### config.mk
export PLATFORM = sky130hd
export DESIGN_NAME = mdio_frame_ctrl
export DESIGN_NICKNAME = d
export VERILOG_FILES = /design/src/rtl/mdio_fc_pkg.sv /design/src/rtl/mdio_fc_clkgen.sv /design/src/rtl/mdio_fc_seq.sv /design/src/rtl/mdio_frame_ctrl.sv
export SDC_FILE = /design/constraint.sdc
export NUM_CORES = 1
export LEC_CHECK = 0
export ABC_AREA = 1
export BUFFER_PORTS_ARGS = -buffer_cell sky130_fd_sc_hd__buf_2
export CORE_MARGIN = 2
export CORE_UTILIZATION = 58
export CTS_CLUSTER_SIZE = 40
export DETAILED_ROUTE_END_ITERATION = 6
export PLACE_DENSITY = 0.83
export SLEW_MARGIN = 20
export SYNTH_ARGS = -nofsm -noshare
export SYNTH_HDL_FRONTEND = slang
export SYNTH_SLANG_ARGS = --single-unit
### constraint.sdc
create_clock -name clk -period 3.5 [get_ports clk]
set_clock_uncertainty 0.15 [all_clocks]
set_input_delay 0.525 -clock clk [delete_from_list [all_inputs] [get_ports clk]]
set_output_delay 0.525 -clock clk [all_outputs]
set_load 0.01 [all_outputs]
### src/rtl/mdio_fc_pkg.sv
package mdio_fc_pkg;
   localparam logic [2:0] A_CTRL  = 3'd0;
   localparam logic [2:0] A_EVT   = 3'd1;
   localparam logic [2:0] A_MASK  = 3'd2;
   localparam logic [2:0] A_SPD   = 3'd3;
   localparam logic [2:0] A_FRAME = 3'd4;

   localparam logic [1:0] OP_RD = 2'b10;
   localparam logic [1:0] OP_WR = 2'b01;

   function automatic logic frame_is_read(input logic [31:0] w);
      return w[29:28] == OP_RD;
   endfunction
endpackage

### src/rtl/mdio_fc_clkgen.sv
module mdio_fc_clkgen #(
   parameter int DIV_W = 6
) (
   input  logic             clk,
   input  logic             rst_n,
   input  logic             clr,
   input  logic             run,
   input  logic [DIV_W-1:0] div,
   output logic             mdc,
   output logic             rise,
   output logic             fall
);
   logic [DIV_W-1:0] cnt;
   logic             mdc_q;
   logic             div_ok;
   logic             hit;

   assign div_ok = (div != '0);
   assign hit    = run && div_ok && (cnt >= div - 1'b1);

   always_ff @(posedge clk or negedge rst_n) begin
      if (!rst_n) begin
         cnt   <= '0;
         mdc_q <= 1'b0;
      end else if (clr || !run || !div_ok) begin
         cnt   <= '0;
         mdc_q <= 1'b0;
      end else if (hit) begin
         cnt   <= '0;
         mdc_q <= ~mdc_q;
      end else begin
         cnt <= cnt + 1'b1;
      end
   end

   assign mdc  = mdc_q;
   assign rise = hit && !mdc_q;
   assign fall = hit && mdc_q;
endmodule

### src/rtl/mdio_fc_seq.sv
module mdio_fc_seq
   import mdio_fc_pkg::*;
#(
   parameter int PRE_LEN = 32
) (
   input  logic        clk,
   input  logic        rst_n,
   input  logic        clr,
   input  logic        start,
   input  logic [31:0] word,
   input  logic        rise,
   input  logic        fall,
   input  logic        mdio_i,
   output logic        busy,
   output logic        done,
   output logic        mdio_o,
   output logic        mdio_oe,
   output logic [15:0] rd_data
);
   localparam int TOT   = PRE_LEN + 32;
   localparam int IDX_W = $clog2(TOT);
   localparam int LAST  = TOT - 1;
   localparam int REL   = PRE_LEN + 15;
   localparam int DAT0  = PRE_LEN + 16;

   logic [IDX_W-1:0] idx;
   logic [IDX_W-1:0] fpos;
   logic [31:0]      word_q;
   logic [15:0]      cap;
   logic             busy_q;
   logic             done_q;
   logic             cur_bit;
   logic             is_rd;

   assign fpos  = IDX_W'(LAST) - idx;
   assign is_rd = frame_is_read(word_q);

   generate
      if (PRE_LEN > 0) begin : g_pre
         assign cur_bit = (idx < IDX_W'(PRE_LEN)) ? 1'b1 : word_q[fpos[4:0]];
      end else begin : g_nopre
         assign cur_bit = word_q[fpos[4:0]];
      end
   endgenerate

   always_ff @(posedge clk or negedge rst_n) begin
      if (!rst_n) begin
         idx    <= '0;
         word_q <= '0;
         cap    <= '0;
         busy_q <= 1'b0;
         done_q <= 1'b0;
      end else if (clr) begin
         idx    <= '0;
         word_q <= '0;
         cap    <= '0;
         busy_q <= 1'b0;
         done_q <= 1'b0;
      end else begin
         done_q <= 1'b0;
         if (!busy_q) begin
            if (start) begin
               busy_q <= 1'b1;
               idx    <= '0;
               word_q <= word;
               cap    <= '0;
            end
         end else begin
            if (rise && idx >= IDX_W'(DAT0)) begin
               cap <= {cap[14:0], mdio_i};
            end
            if (fall) begin
               if (idx == IDX_W'(LAST)) begin
                  busy_q <= 1'b0;
                  done_q <= 1'b1;
               end else begin
                  idx <= idx + 1'b1;
               end
            end
         end
      end
   end

   assign busy    = busy_q;
   assign done    = done_q;
   assign mdio_o  = busy_q ? cur_bit : 1'b1;
   assign mdio_oe = busy_q && !(is_rd && idx >= IDX_W'(REL));
   assign rd_data = cap;
endmodule

### src/rtl/mdio_frame_ctrl.sv
module mdio_frame_ctrl
   import mdio_fc_pkg::*;
#(
   parameter int DIV_W      = 6,
   parameter int DIV_LSB    = 1,
   parameter int PRE_LEN    = 32,
   parameter int RST_CYCLES = 4
) (
   input  logic        clk,
   input  logic        rst_n,
   input  logic        reg_wr,
   input  logic [2:0]  reg_addr,
   input  logic [31:0] reg_wdata,
   output logic [31:0] reg_rdata,
   output logic        irq,
   output logic        mdc,
   input  logic        mdio_i,
   output logic        mdio_o,
   output logic        mdio_oe
);
   localparam int RST_W = $clog2(RST_CYCLES + 1);

   generate
      if (DIV_W < 1 || DIV_LSB + DIV_W > 32) begin : g_bad_div
         $error("divider field does not fit the speed register");
      end
      if (RST_CYCLES < 1) begin : g_bad_rst
         $error("soft reset must last at least one cycle");
      end
      if (PRE_LEN < 0) begin : g_bad_pre
         $error("preamble length cannot be negative");
      end
   endgenerate

   logic [RST_W-1:0] srst_cnt;
   logic             clr;
   logic             evt_done;
   logic             msk_done;
   logic [DIV_W-1:0] div_q;
   logic [31:0]      frame_q;
   logic             seq_busy;
   logic             seq_done;
   logic [15:0]      seq_data;
   logic             mdc_rise;
   logic             mdc_fall;
   logic             wr_ok;
   logic             start;

   assign clr   = (srst_cnt != '0);
   assign wr_ok = reg_wr && !clr;
   assign start = wr_ok && (reg_addr == A_FRAME) && !seq_busy && !seq_done;

   always_ff @(posedge clk or negedge rst_n) begin
      if (!rst_n) begin
         srst_cnt <= '0;
         evt_done <= 1'b0;
         msk_done <= 1'b0;
         div_q    <= '0;
         frame_q  <= '0;
      end else if (clr) begin
         srst_cnt <= srst_cnt - 1'b1;
         evt_done <= 1'b0;
         msk_done <= 1'b0;
         div_q    <= '0;
         frame_q  <= '0;
      end else begin
         if (wr_ok && reg_addr == A_CTRL && reg_wdata[0]) begin
            srst_cnt <= RST_W'(RST_CYCLES);
         end
         if (seq_done) begin
            evt_done <= 1'b1;
         end else if (wr_ok && reg_addr == A_EVT && reg_wdata[0]) begin
            evt_done <= 1'b0;
         end
         if (wr_ok && reg_addr == A_MASK) begin
            msk_done <= reg_wdata[0];
         end
         if (wr_ok && reg_addr == A_SPD) begin
            div_q <= reg_wdata[DIV_LSB +: DIV_W];
         end
         if (start) begin
            frame_q <= reg_wdata;
         end else if (seq_done && frame_is_read(frame_q)) begin
            frame_q[15:0] <= seq_data;
         end
      end
   end

   always_comb begin
      reg_rdata = '0;
      case (reg_addr)
         A_CTRL:  reg_rdata[0] = clr;
         A_EVT:   reg_rdata[0] = evt_done;
         A_MASK:  reg_rdata[0] = msk_done;
         A_SPD:   reg_rdata[DIV_LSB +: DIV_W] = div_q;
         A_FRAME: reg_rdata = frame_q;
         default: reg_rdata = '0;
      endcase
   end

   assign irq = evt_done && msk_done;

   mdio_fc_clkgen #(.DIV_W(DIV_W)) u_clk (
      .clk   (clk),
      .rst_n (rst_n),
      .clr   (clr),
      .run   (seq_busy),
      .div   (div_q),
      .mdc   (mdc),
      .rise  (mdc_rise),
      .fall  (mdc_fall)
   );

   mdio_fc_seq #(.PRE_LEN(PRE_LEN)) u_seq (
      .clk     (clk),
      .rst_n   (rst_n),
      .clr     (clr),
      .start   (start),
      .word    (reg_wdata),
      .rise    (mdc_rise),
      .fall    (mdc_fall),
      .mdio_i  (mdio_i),
      .busy    (seq_busy),
      .done    (seq_done),
      .mdio_o  (mdio_o),
      .mdio_oe (mdio_oe),
      .rd_data (seq_data)
   );
endmodule

# Yosys cells after proc, flatten, opt, wreduce, memory -nomap -nowiden
# Cells that the tools add are included.
# word_totals
regBits,106
in_bits,39
output_inout_bits,36
wordCells,121
# op_classes
n_addsub,5
order_cmp,5
n_eq_ne,11
muxes,45
bitwise_logic,1
reduce_logical,41
# ops
operator,count
$mux 32,4
$mux 16,7
$mux 6,9
$mux 25,1
$logic_and 1x1->1,19
$mux 1,19
$add 6x1->6 const B,2
$ge 6x6->1 const B,2
$pmux 6 s2,1
$reduce_bool 3->1,4
$reduce_bool 2->1,5
$ne 3x3->1 const B,3
$eq 3x2->1 const B,2
$eq 6x6->1 const B,1
$ge 6x6->1,1
$logic_not 1->1,6
$lt 5x6->1 const B,1
$lt 6x6->1 const B,1
$mux 3,2
$reduce_bool 6->1,1
$sub 6x1->6 const B,1
$bmux 1 s5,1
$sub 5x5->5 const A,1
$eq 2x2->1 const B,2
10 further kinds,12

# Longest topological paths before layout
# depth
depth_word,9
ltp_mapped,16
depth_no_buf,15

# By module
# From an unflattened synthesis, not the netlist that was laid out.
# hier_totals
cells_unflattened,723
area_unflattened_um2,5679.2
# by_module_without_submodules
mod,instances,cells_each,area_per_inst_um2,seq_area_each_um2
mdio_fc_seq,1,333,2755.1,1401.3
mdio_frame_ctrl,1,309,2296.0,1076.0
mdio_fc_clkgen,1,81,628.1,175.2

# Least setup slack after synthesis
# Ideal clock, no wire load.
# synth_path
kind,register to register
startpoint,register div_q[0]
endpoint,register u_seq.idx[1]
setup_ps,117
arrival_ps,2157
required_ps,3233
path_slack_ps,1076
path_stages_with_launch,16
path_buffers,0
synth_period_minus_slack_ps,2424
path_cell_list,dfrtp_1 -> inv_1 -> nand3_1 -> nor3_1 -> xor2_1 -> inv_1 -> ha_1 -> nand2_1 -> nor2_1 -> nand2_1 -> nand2_1 -> nand2_1 -> o21ai_1 -> nand2_4 -> nand2_1 -> nand2_1
# synth_via
elab_chain_len,6
word_cells_on_any_way,8
classes_between,1 x add/sub; 1 x order compare; 1 x eq/ne; 5 x reduce/logical
# synth_rtl
element,line,rtl
"start, declared",mdio_frame_ctrl.sv:39,logic [DIV_W-1:0] div_q;
"start signal, assigned",mdio_frame_ctrl.sv:79,div_q <= reg_wdata[DIV_LSB +: DIV_W];
$sub 6x1->6 / $reduce_bool 6->1 (equally long branches),"mdio_fc_clkgen.sv:19, mdio_fc_clkgen.sv:18",
$ge 6x6->1 / $logic_and 1x1->1 (equally long branches),mdio_fc_clkgen.sv:19,assign hit = run && div_ok && (cnt >= div - 1'b1);
$logic_and 1x1->1 *,mdio_fc_clkgen.sv:19,
$logic_and 1x1->1 *,mdio_fc_clkgen.sv:38,assign fall = hit && mdc_q;
$ne 3x3->1 (no source line) *,n/a,
$reduce_and 3->1 (no source line) *,n/a,
"end signal, assigned",mdio_fc_seq.sv:77,idx <= idx + 1'b1;
"end, declared",mdio_fc_seq.sv:26,logic [IDX_W-1:0] idx;
# Mark *: on every way between the ends. The rest lies on a longest branch, timed or not.
# A chain may end at the register's enable or synchronous reset.

# Worst setup path in the final report
# layout_path
startpoint,register div_q[0]
endpoint,"register u_seq.cap[15], in the netlist u_seq.rd_data[15]"
# layout_via
elab_chain_len,7
word_cells_on_any_way,9
classes_between,1 x add/sub; 1 x order compare; 1 x eq/ne; 6 x reduce/logical
# layout_rtl
element,line,rtl
$sub 6x1->6 / $reduce_bool 6->1 (equally long branches),"mdio_fc_clkgen.sv:19, mdio_fc_clkgen.sv:18",
$ge 6x6->1 / $logic_and 1x1->1 (equally long branches),mdio_fc_clkgen.sv:19,
$logic_and 1x1->1 *,mdio_fc_clkgen.sv:19,
$logic_and 1x1->1 *,mdio_fc_clkgen.sv:37,assign rise = hit && !mdc_q;
$logic_and 1x1->1 *,mdio_fc_seq.sv:69,if (rise && idx >= IDX_W'(DAT0)) begin
$ne 3x3->1 (no source line) *,n/a,
$reduce_and 2->1 (no source line) *,n/a,
"end signal, assigned",mdio_fc_seq.sv:70,"cap <= {cap[14:0], mdio_i};"
"end, declared",mdio_fc_seq.sv:29,logic [15:0] cap;
# Marked as above.

==> reports/metrics.yaml <==
run_status:
  status: "finished, final reports clean"
pwr:
  p_sw_mw: 0.9445
  ir_worst_vdd_mv: 0.2604
  power_mw: 2.733
  sequentialPowerShare_pct: 47.6
  powerDensity_nw_per_um2: 445.7
  clock_power_share_pct: 28.3
  p_leak_nw: 3.143
  p_comb_share_pct: 24.1
  p_int_mw: 1.789
  sw_frac_of_total_pct: 34.56
synth:
  synth_fp_nets: 761
  ys_ff_latch: 106
  synth_edf_count: 0
  ys_async_sr_fraction_pct: 100.0
  synth-main-ff-cell: "dfrtp_1"
  synth.distinct_cells: 35
  postSynthAreaPerCell_um2: 7.754
  synthCells: 711
  netlist_area_um2: 5513
  ys_warn_count: 0
  synth_seq_area_share_pct: 48.12
sta:
  fmax_mhz: 324.2
  post-route-period-util_pct: 88.13
  worstMarginPinSlew_ps: 814.4
  hold_viol: 0
  rsz0062_at_grt: "no"
  period_needed_ps: 3085
  finalSetupTns_ps: 0
  slew_viol_final: 0
  setup_viol: 0
  finalWorstSetupSlack_ps: 415.3
  slew_headroom_pct: 45.65
cts:
  cts_hold_buf: 0
  clk_latency_ps: 370
  max-clock-path-buffers: 2
  cts_root_buffer: "clkbuf_8"
  cts_resized: 0
  path_clk_slew_ps: 100
  cts_buffers: 9
  cts_tree: "done"
  h-tree-depth: 3
  clock_sinks: 106
  post_cts_buffers: 0
floorplan:
  initial_utilization_pct: 59.66
  ioPinCount: 75
  core_region_area_um2: 9240
  die_h_um: 101.5
  dieWidth_um: 101.5
  die-area_um2: 10300
  rows: 35
flow_run:
  maxCapViolCount: 0
global_routing:
  grt_first_pass_wirelength_um: 21540
  overflow: 0
  grt_start_max_net_pins: 63
  grt_pass1_vias: 4576
  grt_usage_pct: 26.77
  antenna_found_initial: 0
setup_path:
  crit_start: "div_q[0]$_DFFE_PN0P_"
  crit_arrival_ps: 3200
  end_kind: "flop"
  r2r_start: "div_q[0]$_DFFE_PN0P_"
  required_ps: 3610
  rr_worst_depth: 15
  startpoint_type: "flop"
  cp_max_fo: 17
  crit_type: "reg2reg"
detailed_routing:
  final_antenna_net_count: 0
  wl_um: 13130
  vias: 4961
  drt_iter0_drc: 421
  drc: 0
  avgViaCountPerCell: 5.476
  firstDrtPassIters: 5
  drt-wirelength-per-cell_um: 14.50
final_layout:
  fin_nets: 822
  final_cells: 906
  multi_input_area_um2: 2216
  fill_cells: 794
  layout_commonest_cell: "nand2_1"
  area_growth_pct: 11.26
  antenna_cells: 0
  design_area_um2: 6133
  drive_gt1_share_pct: 13.77
  layout_common_cells: "171 x nand2_1, 128 x inv_1, 106 x dfrtp_1"
  seq_area_um2: 2653
worst_hold_path:
  hp-class: "in2async"
placement:
  place_area_um2: 5937
  io_buffer_count: 74
  hpwl_um: 9280
  place_inst: 890
  place_congestion: 0.9242
  pre_cts_ws_ps: 481.3
==> kinds of logic (layout without fill, tap and decap cells) <==
family,Yosys count,count (layout),synth area share [%]
AO/OA/AOI/OAI,120,120,12.48
XOR/XNOR,6,6,0.9532
adder cells (fa/ha/maj),11,11,2.497
buffers and inverters,160,226,11.69
flip-flops,106,106,48.12
AND/OR/NAND/NOR,308,308,24.26
==> cell type report <==
type | instances | area share [%]
clock buffers | 12 | 2.366
clock inverters | 4 | 0.8364
inverters | 131 | 8.099
multi-input cells | 445 | 36.13
flip-flops and latches | 106 | 43.25
well taps | 129 | 2.632
repair buffers | 79 | 6.691
==> metrics by stage <==
stage | utilization, % | hold WS (ps)
2_1_floorplan | - | 79.41
3_3_place_gp | 64.25 | 312.6
3_5_place_dp | 64.25 | 319.6
4_1_cts | 66.38 | 105.3
5_1_grt | 66.38 | 131.8
6_report | 66.38 | 66.72
==> sequential cells by signal (all words and copies together), names as in the netlist, 3 cells and up <==
| signal | flops |
|---|---|
| div_q | 6 |
| frame_q | 32 |
| srst_cnt | 3 |
| u_clk.cnt | 6 |
| u_seq.idx | 6 |
| u_seq.rd_data | 16 |
| u_seq.word_q | 32 |
==> worst max-delay path, cell delays in order (launching register included) <==
cell and delay, ps:
dfrtp_1 370, inv_1 160, nand3_1 140, nor3_1 200, xor2_1 200, inv_1 60, ha_1 290, nand2_1 70
nor2_1 100, nand2_1 60, nand2_1 110, nand4_1 100, nand2_1 520, nand2_4 260, nand2_1 130, nand2_1 60
==> layer usage <==
layer,global-route usage (%),share of wire [%]
met2,43.66,49
met4,10.29,2.6
met1,36.74,43
met3,3.658,5.1
met5,0,0
==> power groups by stage <==
stage                     Sequential, mW  Clock [mW]  Combinational [mW]
after global routing                1.31       0.823               0.730
final                               1.30       0.773               0.658
after global placement              1.32           0               0.633
after detailed placement            1.33           0               0.656
after floorplan                     1.32           0               0.511
after CTS                           1.30       0.775               0.658
==> cells in the mapped netlist (6+ instances only) <==
cell type / instances / share of area [%]
o21ai_1: 17 / 1.5
nand2_1: 171 / 12
o211ai_1: 7 / 0.95
nor3_1: 6 / 0.54
ha_1: 11 / 2.5
inv_1: 128 / 8.7
o22ai_1: 36 / 4.1
dfrtp_1: 106 / 48
a21oi_1: 15 / 1.4
o21ai_0: 41 / 3.7
nand3_1: 52 / 4.7
clkbuf_1: 11 / 0.75
buf_2: 10 / 0.91
nor2_1: 60 / 4.1
==> path summary, 6_finish.rpt <==
path / to / slack (ps)
worst max register to register: u_seq.rd_data[15]$_DFFE_PN0P_ / 420
min in group clk: u_seq.word_q[17]$_DFFE_PN0P_ / 270
worst max-delay path: u_seq.rd_data[15]$_DFFE_PN0P_ / 420
worst min-delay path: u_clk.cnt[5]$_DFF_PN0_ / 70
worst min register to register: frame_q[7]$_DFFE_PN0P_ / 350
max in group asynchronous: u_seq.word_q[19]$_DFFE_PN0P_ / 2240
No activity file was read; power rests on OpenSTA's default activity.
